File: src/rtl/ssc_pkg.sv
package ssc_pkg;

  typedef enum logic {
    DIR_UP = 1'b0,
    DIR_DN = 1'b1
  } sweep_dir_e;

  localparam int unsigned MIN_PERIOD = 2;

endpackage

File: src/rtl/ssc_rst_sync.sv
module ssc_rst_sync #(
  parameter int unsigned STAGES = 2
) (
  input  logic clk,
  input  logic arst_n,
  output logic srst_n
);

  logic [STAGES-1:0] chain_q;

  generate
    if (STAGES == 1) begin : g_single
      always_ff @(posedge clk or negedge arst_n) begin
        if (!arst_n) chain_q <= '0;
        else         chain_q <= 1'b1;
      end
    end else begin : g_multi
      always_ff @(posedge clk or negedge arst_n) begin
        if (!arst_n) chain_q <= '0;
        else         chain_q <= {chain_q[STAGES-2:0], 1'b1};
      end
    end
  endgenerate

  assign srst_n = chain_q[STAGES-1];

endmodule

File: src/rtl/ssc_sweep_seq.sv
module ssc_sweep_seq
  import ssc_pkg::*;
#(
  parameter int unsigned IDX_W = 6
) (
  input  logic             clk,
  input  logic             rst_n,
  input  logic             first,
  input  logic             boundary,
  input  logic             spread_en,
  input  logic [IDX_W-1:0] max_idx,
  output logic [IDX_W-1:0] idx_nxt
);

  logic [IDX_W-1:0] idx_q, idx_d;
  sweep_dir_e       dir_q, dir_d;
  logic             swept_q, swept_d;
  logic             step_en;

  assign step_en = first | boundary;

  always_comb begin
    idx_d   = idx_q;
    dir_d   = dir_q;
    swept_d = swept_q;
    if (first) begin
      idx_d   = '0;
      dir_d   = DIR_UP;
      swept_d = spread_en;
    end else if (boundary) begin
      if (!spread_en) begin
        idx_d   = '0;
        dir_d   = DIR_UP;
        swept_d = 1'b0;
      end else if (!swept_q) begin
        idx_d   = '0;
        dir_d   = DIR_UP;
        swept_d = 1'b1;
      end else if (dir_q == DIR_UP) begin
        if (idx_q < max_idx) begin
          idx_d = idx_q + 1'b1;
        end else if (idx_q != '0) begin
          idx_d = idx_q - 1'b1;
          dir_d = DIR_DN;
        end
      end else begin
        if (idx_q != '0) begin
          idx_d = idx_q - 1'b1;
        end else if (max_idx != '0) begin
          idx_d = idx_q + 1'b1;
          dir_d = DIR_UP;
        end
      end
    end
  end

  always_ff @(posedge clk or negedge rst_n) begin
    if (!rst_n) begin
      idx_q   <= '0;
      dir_q   <= DIR_UP;
      swept_q <= 1'b1;
    end else if (step_en) begin
      idx_q   <= idx_d;
      dir_q   <= dir_d;
      swept_q <= swept_d;
    end
  end

  assign idx_nxt = idx_d;

  p_hold_r7: assert property (@(posedge clk) disable iff (!rst_n)
    !step_en |=> ($stable(idx_q) && $stable(dir_q)));

  p_bypass_zero_r6: assert property (@(posedge clk) disable iff (!rst_n)
    (boundary && !spread_en) |=> (idx_q == '0 && dir_q == DIR_UP));

  p_restart_r8: assert property (@(posedge clk) disable iff (!rst_n)
    (boundary && spread_en && !swept_q) |=> (idx_q == '0 && dir_q == DIR_UP));

  p_turn_top_r2: assert property (@(posedge clk) disable iff (!rst_n)
    (boundary && spread_en && swept_q && dir_q == DIR_UP &&
     idx_q >= max_idx && idx_q != '0)
    |=> (dir_q == DIR_DN && idx_q == $past(idx_q) - 1'b1));

  p_unit_step_r2: assert property (@(posedge clk) disable iff (!rst_n)
    boundary |=> (idx_q == $past(idx_q) || idx_q == $past(idx_q) + 1'b1 ||
                  idx_q == $past(idx_q) - 1'b1 || idx_q == '0));

endmodule

File: src/rtl/ssc_period_gen.sv
module ssc_period_gen
  import ssc_pkg::*;
#(
  parameter int unsigned BASE_W = 12,
  parameter int unsigned STEP_W = 8,
  parameter int unsigned IDX_W  = 6,
  parameter int unsigned PER_W  = 15
) (
  input  logic              clk,
  input  logic              rst_n,
  input  logic [BASE_W-1:0] base_ticks,
  input  logic [STEP_W-1:0] step_ticks,
  input  logic [IDX_W-1:0]  idx_nxt,
  output logic              boundary,
  output logic              first,
  output logic              out_q,
  output logic              out_n_q
);

  logic             run_q;
  logic [PER_W-1:0] cnt_q, cnt_d;
  logic [PER_W-1:0] per_q, per_d;
  logic [PER_W-1:0] hi_q, hi_d;
  logic             out_d;
  logic [PER_W-1:0] base_eff;
  logic [PER_W-1:0] per_nxt;
  logic [PER_W:0]   per_plus1;
  logic [PER_W-1:0] hi_nxt;
  logic [PER_W-1:0] cnt_inc;
  logic             load;

  always_comb begin
    base_eff = PER_W'(base_ticks);
    if (base_eff < PER_W'(MIN_PERIOD)) base_eff = PER_W'(MIN_PERIOD);
  end

  assign per_nxt   = base_eff + (PER_W'(idx_nxt) * PER_W'(step_ticks));
  assign per_plus1 = {1'b0, per_nxt} + 1'b1;
  assign hi_nxt    = per_plus1[PER_W:1];

  assign boundary = run_q && (cnt_q == per_q - 1'b1);
  assign first    = !run_q;
  assign load     = boundary | first;
  assign cnt_inc  = cnt_q + 1'b1;

  always_comb begin
    if (load) begin
      cnt_d = '0;
      per_d = per_nxt;
      hi_d  = hi_nxt;
      out_d = 1'b1;
    end else begin
      cnt_d = cnt_inc;
      per_d = per_q;
      hi_d  = hi_q;
      out_d = (cnt_inc < hi_q);
    end
  end

  always_ff @(posedge clk or negedge rst_n) begin
    if (!rst_n) begin
      run_q   <= 1'b0;
      cnt_q   <= '0;
      per_q   <= PER_W'(MIN_PERIOD);
      hi_q    <= PER_W'(1);
      out_q   <= 1'b1;
      out_n_q <= 1'b0;
    end else begin
      run_q   <= 1'b1;
      cnt_q   <= cnt_d;
      per_q   <= per_d;
      hi_q    <= hi_d;
      out_q   <= out_d;
      out_n_q <= !out_d;
    end
  end

  p_cnt_range_r1: assert property (@(posedge clk) disable iff (!rst_n)
    run_q |-> (cnt_q < per_q));

  p_floor_r5: assert property (@(posedge clk) disable iff (!rst_n)
    run_q |-> (per_q >= PER_W'(MIN_PERIOD)));

  p_no_trunc_r7: assert property (@(posedge clk) disable iff (!rst_n)
    (run_q && !boundary) |=> ($stable(per_q) && $stable(hi_q)));

  p_start_high_r4: assert property (@(posedge clk) disable iff (!rst_n)
    boundary |=> out_q);

  p_fall_once_r4: assert property (@(posedge clk) disable iff (!rst_n)
    (run_q && !boundary && !out_q) |=> !out_q);

endmodule

File: src/rtl/ssc_clkdiv.sv
module ssc_clkdiv
  import ssc_pkg::*;
#(
  parameter int unsigned BASE_W      = 12,
  parameter int unsigned STEP_W      = 8,
  parameter int unsigned IDX_W       = 6,
  parameter int unsigned SYNC_STAGES = 2
) (
  input  logic              clk_ref,
  input  logic              rst_n,
  input  logic              spread_en,
  input  logic [BASE_W-1:0] base_ticks,
  input  logic [STEP_W-1:0] step_ticks,
  input  logic [IDX_W-1:0]  max_idx,
  output logic              clk_out,
  output logic              clk_out_n
);

  localparam int unsigned PROD_W = STEP_W + IDX_W;
  localparam int unsigned PER_W  = ((BASE_W > PROD_W) ? BASE_W : PROD_W) + 1;

  logic             srst_n;
  logic             boundary;
  logic             first;
  logic [IDX_W-1:0] idx_nxt;

  ssc_rst_sync #(
    .STAGES (SYNC_STAGES)
  ) u_rst (
    .clk    (clk_ref),
    .arst_n (rst_n),
    .srst_n (srst_n)
  );

  ssc_sweep_seq #(
    .IDX_W (IDX_W)
  ) u_seq (
    .clk       (clk_ref),
    .rst_n     (srst_n),
    .first     (first),
    .boundary  (boundary),
    .spread_en (spread_en),
    .max_idx   (max_idx),
    .idx_nxt   (idx_nxt)
  );

  ssc_period_gen #(
    .BASE_W (BASE_W),
    .STEP_W (STEP_W),
    .IDX_W  (IDX_W),
    .PER_W  (PER_W)
  ) u_per (
    .clk        (clk_ref),
    .rst_n      (srst_n),
    .base_ticks (base_ticks),
    .step_ticks (step_ticks),
    .idx_nxt    (idx_nxt),
    .boundary   (boundary),
    .first      (first),
    .out_q      (clk_out),
    .out_n_q    (clk_out_n)
  );

  p_compl_r9: assert property (@(posedge clk_ref) disable iff (!srst_n)
    clk_out_n == !clk_out);

  p_reset_level_r10: assert property (@(posedge clk_ref) disable iff (rst_n)
    (clk_out && !clk_out_n));

endmodule

File: config.mk
export PLATFORM = sky130hd
export DESIGN_NAME = ssc_clkdiv
export DESIGN_NICKNAME = d
export VERILOG_FILES = /design/src/rtl/ssc_pkg.sv /design/src/rtl/ssc_rst_sync.sv /design/src/rtl/ssc_sweep_seq.sv /design/src/rtl/ssc_period_gen.sv /design/src/rtl/ssc_clkdiv.sv
export SDC_FILE = /design/constraint.sdc
export NUM_CORES = 1
export LEC_CHECK = 0
export CORE_UTILIZATION = 54
export CTS_BUF_LIST = sky130_fd_sc_hd__clkbuf_8
export DETAILED_ROUTE_END_ITERATION = 8
export PLACE_DENSITY_LB_ADDON = 0.12
export SYNTH_ARGS = -nofsm -noshare
export SYNTH_HDL_FRONTEND = slang
export SYNTH_HIERARCHICAL = 1
export SYNTH_SLANG_ARGS = --single-unit
File: constraint.sdc
create_clock -name clk_ref -period 4.8 [get_ports clk_ref]
set_input_delay 0.96 -clock clk_ref [delete_from_list [all_inputs] [get_ports clk_ref]]
set_output_delay 0.96 -clock clk_ref [all_outputs]
set_load 0.05 [all_outputs]
==> results.toml, run 1 <==
[placed_design]
gp_congestion = 0.9140
io_buffer_count = 30
place_hpwl_um = 12360

[sta]
finalSetupViolations = 27
worstMarginPinSlew_ps = 950.7
worst_slack_ps = -2689
final_max_slew_viol_count = 0
timing.hold.ws_ps = 361.0
fmax_mhz = 133.5
rsz0062_at_grt = "yes"
relSlewSlack_pct = 36.38
period_share_pct = 156.0
min_period_ps = 7489
clock_skew_ps = 11.34
tns_ps = -56010
finalHoldViolCount = 0

[pwr]
leakage_uw = 0.004496
power_frac_clock_pct = 33.9
worst_ir_drop_vdd_mv = 0.2933
switchingPower_uw = 400.7
p_comb_share_pct = 27.3
intPower_uw = 989.0
switching_share_pct = 28.84
pwr_density_cell_nw_per_um2 = 151.3
seqPwrFrac_pct = 38.8
total_power_uw = 1390

[synth]
synthAdderAreaFrac_pct = 22.59
ys_seq_area_share_pct = 23.60
syn_area_per_cell_um2 = 9.238
synthCells = 668
synth-async-reset-ratio_pct = 100.0
synth-simple-area-share_pct = 19.99
synth_top_family_by_area = "adder cells"
synth_area_leader_cell = "dfrtp_1"
synth_compound_area_share_pct = 13.83
synth_top_area_share_pct = 21.90
ys_types = 70
netlist_area_um2 = 6171
synth-seq-cells = 58
syn_nets = 788
synth_xor_area_share_pct = 6.529
synthMuxAreaShare_pct = 6.630
ys_warn_count = 6
synthFlopType = "dfrtp_1"
synth_edf_count = 0
synth.area.top_cells = "dfrtp_1 (22%), ha_1 (12%), fa_1 (11%)"

[detailed_routing]
vias_per_cell = 5.912
routedWlPerCell_um = 18.98
drcViolationCount = 0
drt_iter0_markers = 378
vias = 6042
drt_first_pass_iters = 5
totalWireLength_um = 19400
ant_nets = 0

[clocking]
cts.hold.buffers_added = 0
cts.sinks = 58
cts_made_buffers = 9
clk_latency_ps = 350
clkTransAtPathRegs_ps = 70
clk_path_buf_depth = 2
h-tree-depth = 3
cts_tree = "built"
root_buffer = "clkbuf_8"

[floorplanning]
die_area_um2 = 11860
die_y_um = 108.9
fp-row-count = 38
initial_core_util_pct = 56.19
die_x_um = 108.9
ios = 31
core-area_um2 = 10980

[run_status]
outcome = "finished with violations"
violations = "negative setup slack"

[critical_path]
endpoint_kind = "register"
r2r-start = "u_per/per_q[1]"
worstSetupStartpointType = "register"
max_stage_delay_ps = 550
criticalPathCategory = "reg -> reg"
slowest_stage = "dfstp_2"
r2r_setup_slack_ps = -2690
r2r-end = "u_per/hi_q[10]"
crit_fanout = 7
cp.required_ps = 4980
arrival_ps = 7670
rr_worst_depth = 34

[global_routing]
overflow = 0
grt_max_degree = 57
grt_pass1_wl_um = 28500
first_global_vias = 6135
antenna_found_initial = 0
grtUsageTotal_pct = 31.03

[worst_hold_path]
holdPathStages = 0
hold_end = "u_rst/chain_q[1]"
min_path_type = "reg -> reg"
hp-start = "u_rst/chain_q[0]"

[layout]
syn_to_final_growth_pct = 48.82
post-route-util_pct = 83.62
final_common_cell = "buf_4"
antennaDiodeCount = 0
nets = 997
final_cell_mix = "buf_4 (148), inv_1 (69), dfrtp_1 (53), ha_1 (41), and2_1 (40)"
drive_gt1_share_pct = 41.04

[job]
cap_violations = 0
cells in the mapped netlist (8+ instances only):
cell / count
inv_1: 81
ha_1: 57
dfrtp_1: 54
and2_1: 51
nand2_1: 36
fa_1: 34
xnor2_1: 27
nor2_1: 26
a21oi_1: 22
nand3_1: 20
xor2_1: 19
mux2i_1: 18
o21ai_0: 16
mux2_2: 14
a21o_1: 13
and3_1: 13
nor3_1: 13
clkbuf_1: 10
o211ai_1: 10
nand4_1: 9
a211oi_1: 8
nor4_1: 8
metrics by stage:
stage / area (um2) / cells / worst slack, ps
6_report: 9184 / 1022 / -2689
5_1_grt: 9184 / 1022 / -2972
4_1_cts: 8821 / 1014 / -2397
3_5_place_dp: 7826 / 969 / -2861
3_3_place_gp: 7826 / 969 / -2726
2_1_floorplan: 6349 / 668 / -2518
power groups by stage:
stage,clock network (uW),registers [uW],logic (uW)
after global placement,0,542,282
final,471,539,380
after global routing,504,541,404
after detailed placement,0,543,292
after floorplan,0,553,156
after CTS,478,535,340
worst max path at each step:
stage                         startpoint              to  slack (ps)
after floorplan           u_per/per_q[6]  u_per/hi_q[13]       -2520
after global placement    u_per/per_q[1]  u_per/hi_q[10]       -2730
after detailed placement  u_per/per_q[0]  u_per/hi_q[10]       -2860
after CTS                 u_per/per_q[1]  u_per/hi_q[10]       -2400
after global routing      u_per/per_q[1]  u_per/hi_q[10]       -2970
final                     u_per/per_q[1]  u_per/hi_q[10]       -2690
cell type report:
type	count	area, um2
multi-input combinational	511	5182
timing repair buffer	216	1857
fill	569	1799
sequential	58	1458
inverter	81	304.0
tap	140	175.2
clock buffer	12	165.2
clock inverter	4	42.54
worst max-delay path: cells and delay by family (launching register included):
kind / cells / cell delay [ps]
flip-flops: 1 / 550
adder cells (fa/ha/maj): 6 / 2480
XOR/XNOR: 2 / 250
multiplexers: 1 / 100
AND/OR/NAND/NOR: 6 / 1050
AO/OA/AOI/OAI: 9 / 1750
buffers and inverters: 10 / 1120
logic make-up after synthesis:
logic type	Yosys count
simple gates	217
buf+inv	99
xor+xnor	46
other cells	2
fa+ha+maj	91
mux	37
flops	58
compound gates	118
per-layer routing:
| metal | wire, um | part of all wire (%) | GRT usage, % | vias up |
|---|---|---|---|---|
| met5 | 0 | 0 | 0 | - |
| met4 | 886 | 4.6 | 10.91 | 0 |
| met3 | 804 | 4.1 | 4.483 | 87 |
| met2 | 10030 | 52 | 59.75 | 243 |
| met1 | 7678 | 40 | 34.17 | 2964 |
| li1 | - | - | - | 2748 |
flip-flops by register name, summed over array words and instances (netlist names):
| register | count |
|---|---|
| u_seq/swept_q | 1 |
| u_per/hi_q | 15 |
| u_rst/chain_q | 2 |
| u_per/out_n_q | 1 |
| u_per/out_q | 1 |
| u_per/per_q | 15 |
| u_seq/idx_q | 6 |
| u_per/run_q | 1 |
| u_per/cnt_q | 15 |
| u_seq/dir_q | 1 |
repair_timing:
item                                    CTS  global route
gates cloned                              0             0
pin swaps                                59            55
buffers inserted                         30            13
resized for setup                       110            62
endpoints found under the setup margin   29            29
Power figures use the tool's default switching activity.
==> run 2, diff against run 1 <==
Settings changed: CELL_PAD_IN_SITES_DETAIL_PLACEMENT from default to 1, CELL_PAD_IN_SITES_GLOBAL_PLACEMENT from default to 1, CORE_UTILIZATION 54 to 53, SLEW_MARGIN from default to 40.
==> results.toml, run 2 <==
[run_status]
outcome = "did not finish"
haltStage = "4_1_cts"
error = "[ERROR DPL-0033] detailed placement checks failed during check placement."

[placed_design]
dp_cells = 968
io_buffer_count = 30
gp_congestion = 0.8617
placed_cell_area_um2 = 7807
place_hpwl_um = 17950
preCtsSetupSlack_ps = -3298

[synth]
synth_top_area_share_pct = 21.90
syn_nets = 788
synthTopCellsByCount = "inv_1 (81), ha_1 (57), dfrtp_1 (54), and2_1 (51), nand2_1 (36)"
synthFlopType = "dfrtp_1"
ys_warn_count = 6
synth_area_leader_cell = "dfrtp_1"
synth_edf_count = 0
synth-seq-cells = 58
synthCells = 668
ys_seq_area_share_pct = 23.60
synth.area.top_cells = "dfrtp_1 (22%), ha_1 (12%), fa_1 (11%)"
syn_area_per_cell_um2 = 9.238
yosysMostFrequentCell = "inv_1"
ys_types = 70
synth-async-reset-ratio_pct = 100.0
netlist_area_um2 = 6171

[clocking]
cts.sinks = 58
clk_path_buf_depth = 2
root_buffer = "clkbuf_8"
cts.hold.buffers_added = 0
cts_made_buffers = 9
h-tree-depth = 3
ctsResizeCount = 165
postCtsSetupBuffers = 50

[floorplanning]
fp-row-count = 39
die_x_um = 109.9
die_y_um = 109.9
ios = 31
initial_core_util_pct = 54.28
-- run 2: cell counts after synthesis --
Identical to the previous run, type by type.
-- run 2: metrics by stage --
| step | util (%) | TNS [ps] |
|---|---|---|
| 2_1_floorplan | - | -48120 |
| 3_3_place_gp | 68.54 | -59450 |
| 3_5_place_dp | 68.67 | -70480 |
-- run 2: kinds of logic after synthesis --
kind of cell / synth area share, %
simple gates: 19.99
compound gates: 13.83
buf+inv: 6.711
fa+ha+maj: 22.59
flops: 23.60
xor+xnor: 6.529
mux: 6.630
other cells: 0.1217
==> run 3, diff against run 2 <==
Settings changed: CELL_PAD_IN_SITES_DETAIL_PLACEMENT 1 to default, CELL_PAD_IN_SITES_GLOBAL_PLACEMENT 1 to default, CORE_UTILIZATION 53 to 39, CTS_BUF_LIST sky130_fd_sc_hd__clkbuf_8 to default, PLACE_DENSITY_LB_ADDON 0.12 to 0.15.
==> results.toml, run 3 (synthesis results as in run 1) <==
[run_status]
outcome = "finished with violations"
violations = "negative setup slack"

[detailed_routing]
drcViolationCount = 0
routedWlPerCell_um = 15.58
totalWireLength_um = 17040
drt_iter0_markers = 236
drt_first_pass_iters = 5
vias_per_cell = 5.116
ant_nets = 0
vias = 5597

[sta]
finalHoldViolCount = 0
period_share_pct = 150.6
min_period_ps = 7231
worst_slack_ps = -2431
relSlewSlack_pct = 61.65
worstMarginPinSlew_ps = 575.3
final_max_slew_viol_count = 0
timing.hold.ws_ps = 321.2
clock_skew_ps = 12.41
fmax_mhz = 138.3
finalSetupViolations = 28
rsz0062_at_grt = "yes"

[floorplanning]
fp-row-count = 45
ios = 31
die_x_um = 127.8
die_y_um = 127.8
die_area_um2 = 16330
core-area_um2 = 15310
initial_core_util_pct = 40.29

[layout]
fin_area_um2 = 9437
reg_top3 = "u_per/cnt_q (15), u_per/hi_q (15), u_per/per_q (15)"
nets = 998
antennaDiodeCount = 0
final_common_cell = "buf_4"
drive_gt1_share_pct = 42.13
fin_cells = 1094
syn_to_final_growth_pct = 52.92
final_cell_mix = "buf_4 (157), inv_1 (67), dfrtp_1 (53), ha_1 (41), and2_1 (39)"

[critical_path]
criticalPathCategory = "reg -> reg"
max_stage_delay_ps = 530
r2r_setup_slack_ps = -2430
cp.required_ps = 5020
slowest_stage = "dfstp_2"
critical_path.top_delay_family = "adder cells"
worst_path_most_repeated_cell = "fa_1"
crit_fanout = 7
arrival_ps = 7450
cp_num_buf_inv = 7
endpoint_kind = "register"
worstSetupStartpointType = "register"

[clocking]
cts_made_buffers = 9
clk_path_buf_depth = 2
h-tree-depth = 3
root_buffer = "clkbuf_16"
clk_latency_ps = 340
cts_tree = "built"
clkTransAtPathRegs_ps = 50
cts.hold.buffers_added = 0
cts.sinks = 58

[global_routing]
first_global_vias = 5930
grt_pass1_wl_um = 27990
overflow = 0
grtUsageTotal_pct = 21.60
antenna_found_initial = 0
grt_max_degree = 57

[pwr]
total_power_uw = 1571
leakage_uw = 0.004546
worst_ir_drop_vdd_mv = 0.1687
pwr_density_cell_nw_per_um2 = 166.5

[placed_design]
preCtsSetupSlack_ps = -2890
gp_congestion = 0.8934
placed_cell_area_um2 = 7941
io_buffer_count = 30
dp_cells = 1043
place_hpwl_um = 12580

[worst_hold_path]
min_path_type = "reg -> async"

[job]
cap_violations = 0
run 3: stage by stage:
step / TNS, ps / util (%)
6_report: -51530 / 61.62
5_1_grt: -58510 / 61.62
4_1_cts: -48880 / 59.13
3_5_place_dp: -63130 / 51.85
3_3_place_gp: -60430 / 51.83
2_1_floorplan: -48120 / -
run 3: worst reg2reg max path: cells and delay by family, from the launching register on:
family,cells,cell delay (ps)
compound gates,8,1630
fa+ha+maj,6,2360
buf+inv,7,600
flops,1,530
simple gates,10,2010
run 3: path summary, 6_finish.rpt:
| path | from | end | depth (start not counted) |
|---|---|---|---|
| max | u_per/per_q[1] | u_per/hi_q[13] | 31 |
| min | u_rst/chain_q[1] | u_per/cnt_q[11] | 1 |
| max reg2reg | u_per/per_q[1] | u_per/hi_q[13] | 31 |
| min reg2reg | u_rst/chain_q[1] | u_per/cnt_q[11] | 1 |
| max in group asynchronous | rst_n | u_rst/chain_q[1] | 1 |
| min in group clk_ref | u_rst/chain_q[0] | u_rst/chain_q[1] | 0 |
run 3: power by group:
part           internal [uW]  total [uW]  switching [uW]  leakage [uW]
clock                    443         668             225      0.000153
combinational            190         367             178       0.00366
sequential               520         536            15.7      0.000733
total                   1150        1570             418       0.00455
run 3: final cells by class:
class                   count  area, um2
multi-input cells         511       5273
clock buffers              14      274.0
repair buffers            217       1829
well taps                 211      264.0
clock inverters             2      35.03
inverters                  81      304.0
flip-flops and latches     58       1458
fillers                  1278       5878
run 3: what timing repair did:
action,in CTS,in global routing
buffers inserted,16,19
setup endpoints to repair,29,29
pin swaps,53,25
gates resized for setup,130,43
run 3: per-layer routing:
metal  share of wire (%)  wire [um]  global-route usage, %
met4                 1.8        313                  6.713
met1                  45       7655                  26.15
met2                  51       8700                  38.84
met5                   0          0                      0
met3                 2.2        373                  3.798
==> run 4, diff against run 3 <==
--- a/config.mk
+++ b/config.mk
@@ -7,2 +7,3 @@
 export LEC_CHECK = 0
+export ABC_AREA = 1
 export CORE_UTILIZATION = 39
--- a/constraint.sdc
+++ b/constraint.sdc
@@ -3,2 +3,2 @@
 set_output_delay 0.96 -clock clk_ref [all_outputs]
-set_load 0.05 [all_outputs]
+set_load 0.01 [all_outputs]
==> results.toml, run 4 <==
[run_status]
outcome = "finished with violations"
violations = "negative setup slack"

[layout]
syn_to_final_growth_pct = 43.70
nets = 1291
final_common_cell = "nand2_1"
fillers = 1522
reg_top3 = "u_per/cnt_q (15), u_per/hi_q (15), u_per/per_q (15)"
antennaDiodeCount = 0
drive_gt1_share_pct = 30.61
fin_area_um2 = 9467
post-route-util_pct = 57.29
final_cell_mix = "nand2_1 (246), inv_1 (175), buf_4 (139), nand3_1 (65), nor2_1 (61)"

[floorplanning]
die_y_um = 132.0
die_x_um = 132.0
core-area_um2 = 16520
ios = 31
die_area_um2 = 17410
fp-row-count = 47
initial_core_util_pct = 39.87

[clocking]
h-tree-depth = 3
root_buffer = "clkbuf_16"
cts.sinks = 58
clkTransAtPathRegs_ps = 50
clk_path_buf_depth = 2
clk_latency_ps = 330
cts_made_buffers = 9
cts_tree = "built"

[synth]
synth_top_area_share_pct = 20.51
syn_nets = 1111
synth_area_leader_cell = "dfrtp_1"
synthCells = 991
synth-async-reset-ratio_pct = 100.0
synth-simple-area-share_pct = 33.79
ys_seq_area_share_pct = 22.11
syn_area_per_cell_um2 = 6.647
synthTopCellsByCount = "nand2_1 (315), inv_1 (201), nand3_1 (83), nor2_1 (76), ha_1 (57)"
ys_warn_count = 6
synth_xor_area_share_pct = 4.520
synth_edf_count = 0
synthMuxAreaShare_pct = 0
synthAdderAreaFrac_pct = 21.16
ys_types = 41
synthFlopType = "dfrtp_1"
netlist_area_um2 = 6588
synth_compound_area_share_pct = 4.767
synth_top_family_by_area = "simple AND/OR/NAND/NOR gates"
yosysMostFrequentCell = "nand2_1"
synth.area.top_cells = "dfrtp_1 (21%), nand2_1 (18%), inv_1 (11%)"
synth-seq-cells = 58

[detailed_routing]
totalWireLength_um = 16600
vias_per_cell = 4.642
routedWlPerCell_um = 11.89
ant_nets = 0
drcViolationCount = 0
drt_iter0_markers = 311
drt_first_pass_iters = 5
vias = 6480

[critical_path]
r2r-start = "u_per/per_q[1]"
max_stage_delay_ps = 540
arrival_ps = 6390
crit_fanout = 6
worstSetupStartpointType = "input pin"
cp.required_ps = 5010
slowest_stage = "fa_1"
path_depth = 34
rr_worst_depth = 36
endpoint_kind = "register"
r2r_setup_slack_ps = -1340
critical_path.top_delay_family = "adder cells"
cp_num_buf_inv = 10
setup.worst_path.end = "u_per/hi_q[13]"
r2r-end = "u_per/hi_q[13]"
criticalPathCategory = "in -> reg"
cp-startpoint = "max_idx[3]"

[sta]
relSlewSlack_pct = 52.29
worstMarginPinSlew_ps = 715.7
fmax_mhz = 161.9
finalSetupViolations = 25
period_share_pct = 128.7
clock_skew_ps = 16.08
final_max_slew_viol_count = 0
min_period_ps = 6176
worst_slack_ps = -1376
finalHoldViolCount = 0
rsz0062_at_grt = "yes"

[job]
cap_violations = 0

[pwr]
pwr_density_cell_nw_per_um2 = 160.3
switching_share_pct = 27.70
intPower_uw = 1097
seqPwrFrac_pct = 34.8
power_frac_clock_pct = 41.9
switchingPower_uw = 420.3
leakage_uw = 0.005230
p_comb_share_pct = 23.3
worst_ir_drop_vdd_mv = 0.1944

[placed_design]
io_buffer_count = 30
gp_congestion = 0.8986
place_hpwl_um = 13040
placed_cell_area_um2 = 8393

[global_routing]
grt.met1_usage_pct = 26.38
top_usage_layer = "met2"
use_met2_pct = 35.04
antenna_found_initial = 0
grtUsageMet3_pct = 1.999
overflow = 0
grtUsageTotal_pct = 19.98
grt_pass1_wl_um = 28500
grt_max_degree = 57
first_global_vias = 6443

[worst_hold_path]
min_path_type = "reg -> reg"
-- run 4: how the worst min path moves through the flow --
stage	startpoint	end	slack, ps	cells after the start
floorplan	u_rst/chain_q[0]	u_rst/chain_q[1]	330	0
global placement	u_rst/chain_q[0]	u_rst/chain_q[1]	330	0
detailed placement	u_rst/chain_q[0]	u_rst/chain_q[1]	340	0
CTS	u_rst/chain_q[0]	u_rst/chain_q[1]	350	0
global route	u_rst/chain_q[0]	u_rst/chain_q[1]	360	0
finish	u_rst/chain_q[0]	u_rst/chain_q[1]	350	0
-- run 4: layout make-up --
type                            instances  area (um2)  share of cell area (%)
Inverter                              204       780.7                   8.247
Tap cell                              220       275.3                   2.908
Sequential cell                        58        1458                   15.40
Clock buffer                           12       246.5                   2.604
Clock inverter                          4       52.55                  0.5551
Multi-Input combinational cell        709        5062                   53.48
Timing Repair Buffer                  189        1592                   16.81
-- run 4: power groups by stage --
stage,Combinational (uW),Sequential (uW),Clock (uW)
floorplan,174,545,0
global placement,320,536,0
detailed placement,323,537,0
CTS,335,529,649
global route,397,531,672
finish,353,529,636
-- run 4: routing by layer --
layer	vias up	wire length (um)	part of all wire (%)
li1	3379	-	-
met1	3023	7907	48
met2	65	8240	50
met3	13	293	1.8
met4	0	157	0.95
met5	-	0	0
-- run 4: cells by family after synthesis --
group | count (synthesis)
and+or+nand+nor | 523
adders and majority gates | 91
other | 2
DFF | 58
AOI/OAI and AO/OA | 59
xor gates and xnor gates | 34
buffers and inverters | 224
-- run 4: per-stage QoR --
step | setup WS (ps) | hold slack (ps) | total power [uW] | std cells | TNS, ps
finish | -1376 | 346.0 | 1517 | 1396 | -26960
floorplan | -982.0 | 331.2 | 719.0 | 991 | -15570
detailed placement | -1848 | 337.0 | 859.6 | 1366 | -39710
global placement | -1798 | 331.7 | 856.4 | 1366 | -38610
CTS | -1425 | 348.7 | 1512 | 1387 | -29230
global route | -1702 | 363.0 | 1600 | 1396 | -34660
-- run 4: what timing repair did --
| action | in CTS | in global routing |
|---|---|---|
| hold buffers | 0 | 0 |
| buffers inserted | 5 | 11 |
| setup endpoints to repair | 27 | 27 |
| gates resized for setup | 51 | 127 |
| pin swaps | 42 | 58 |
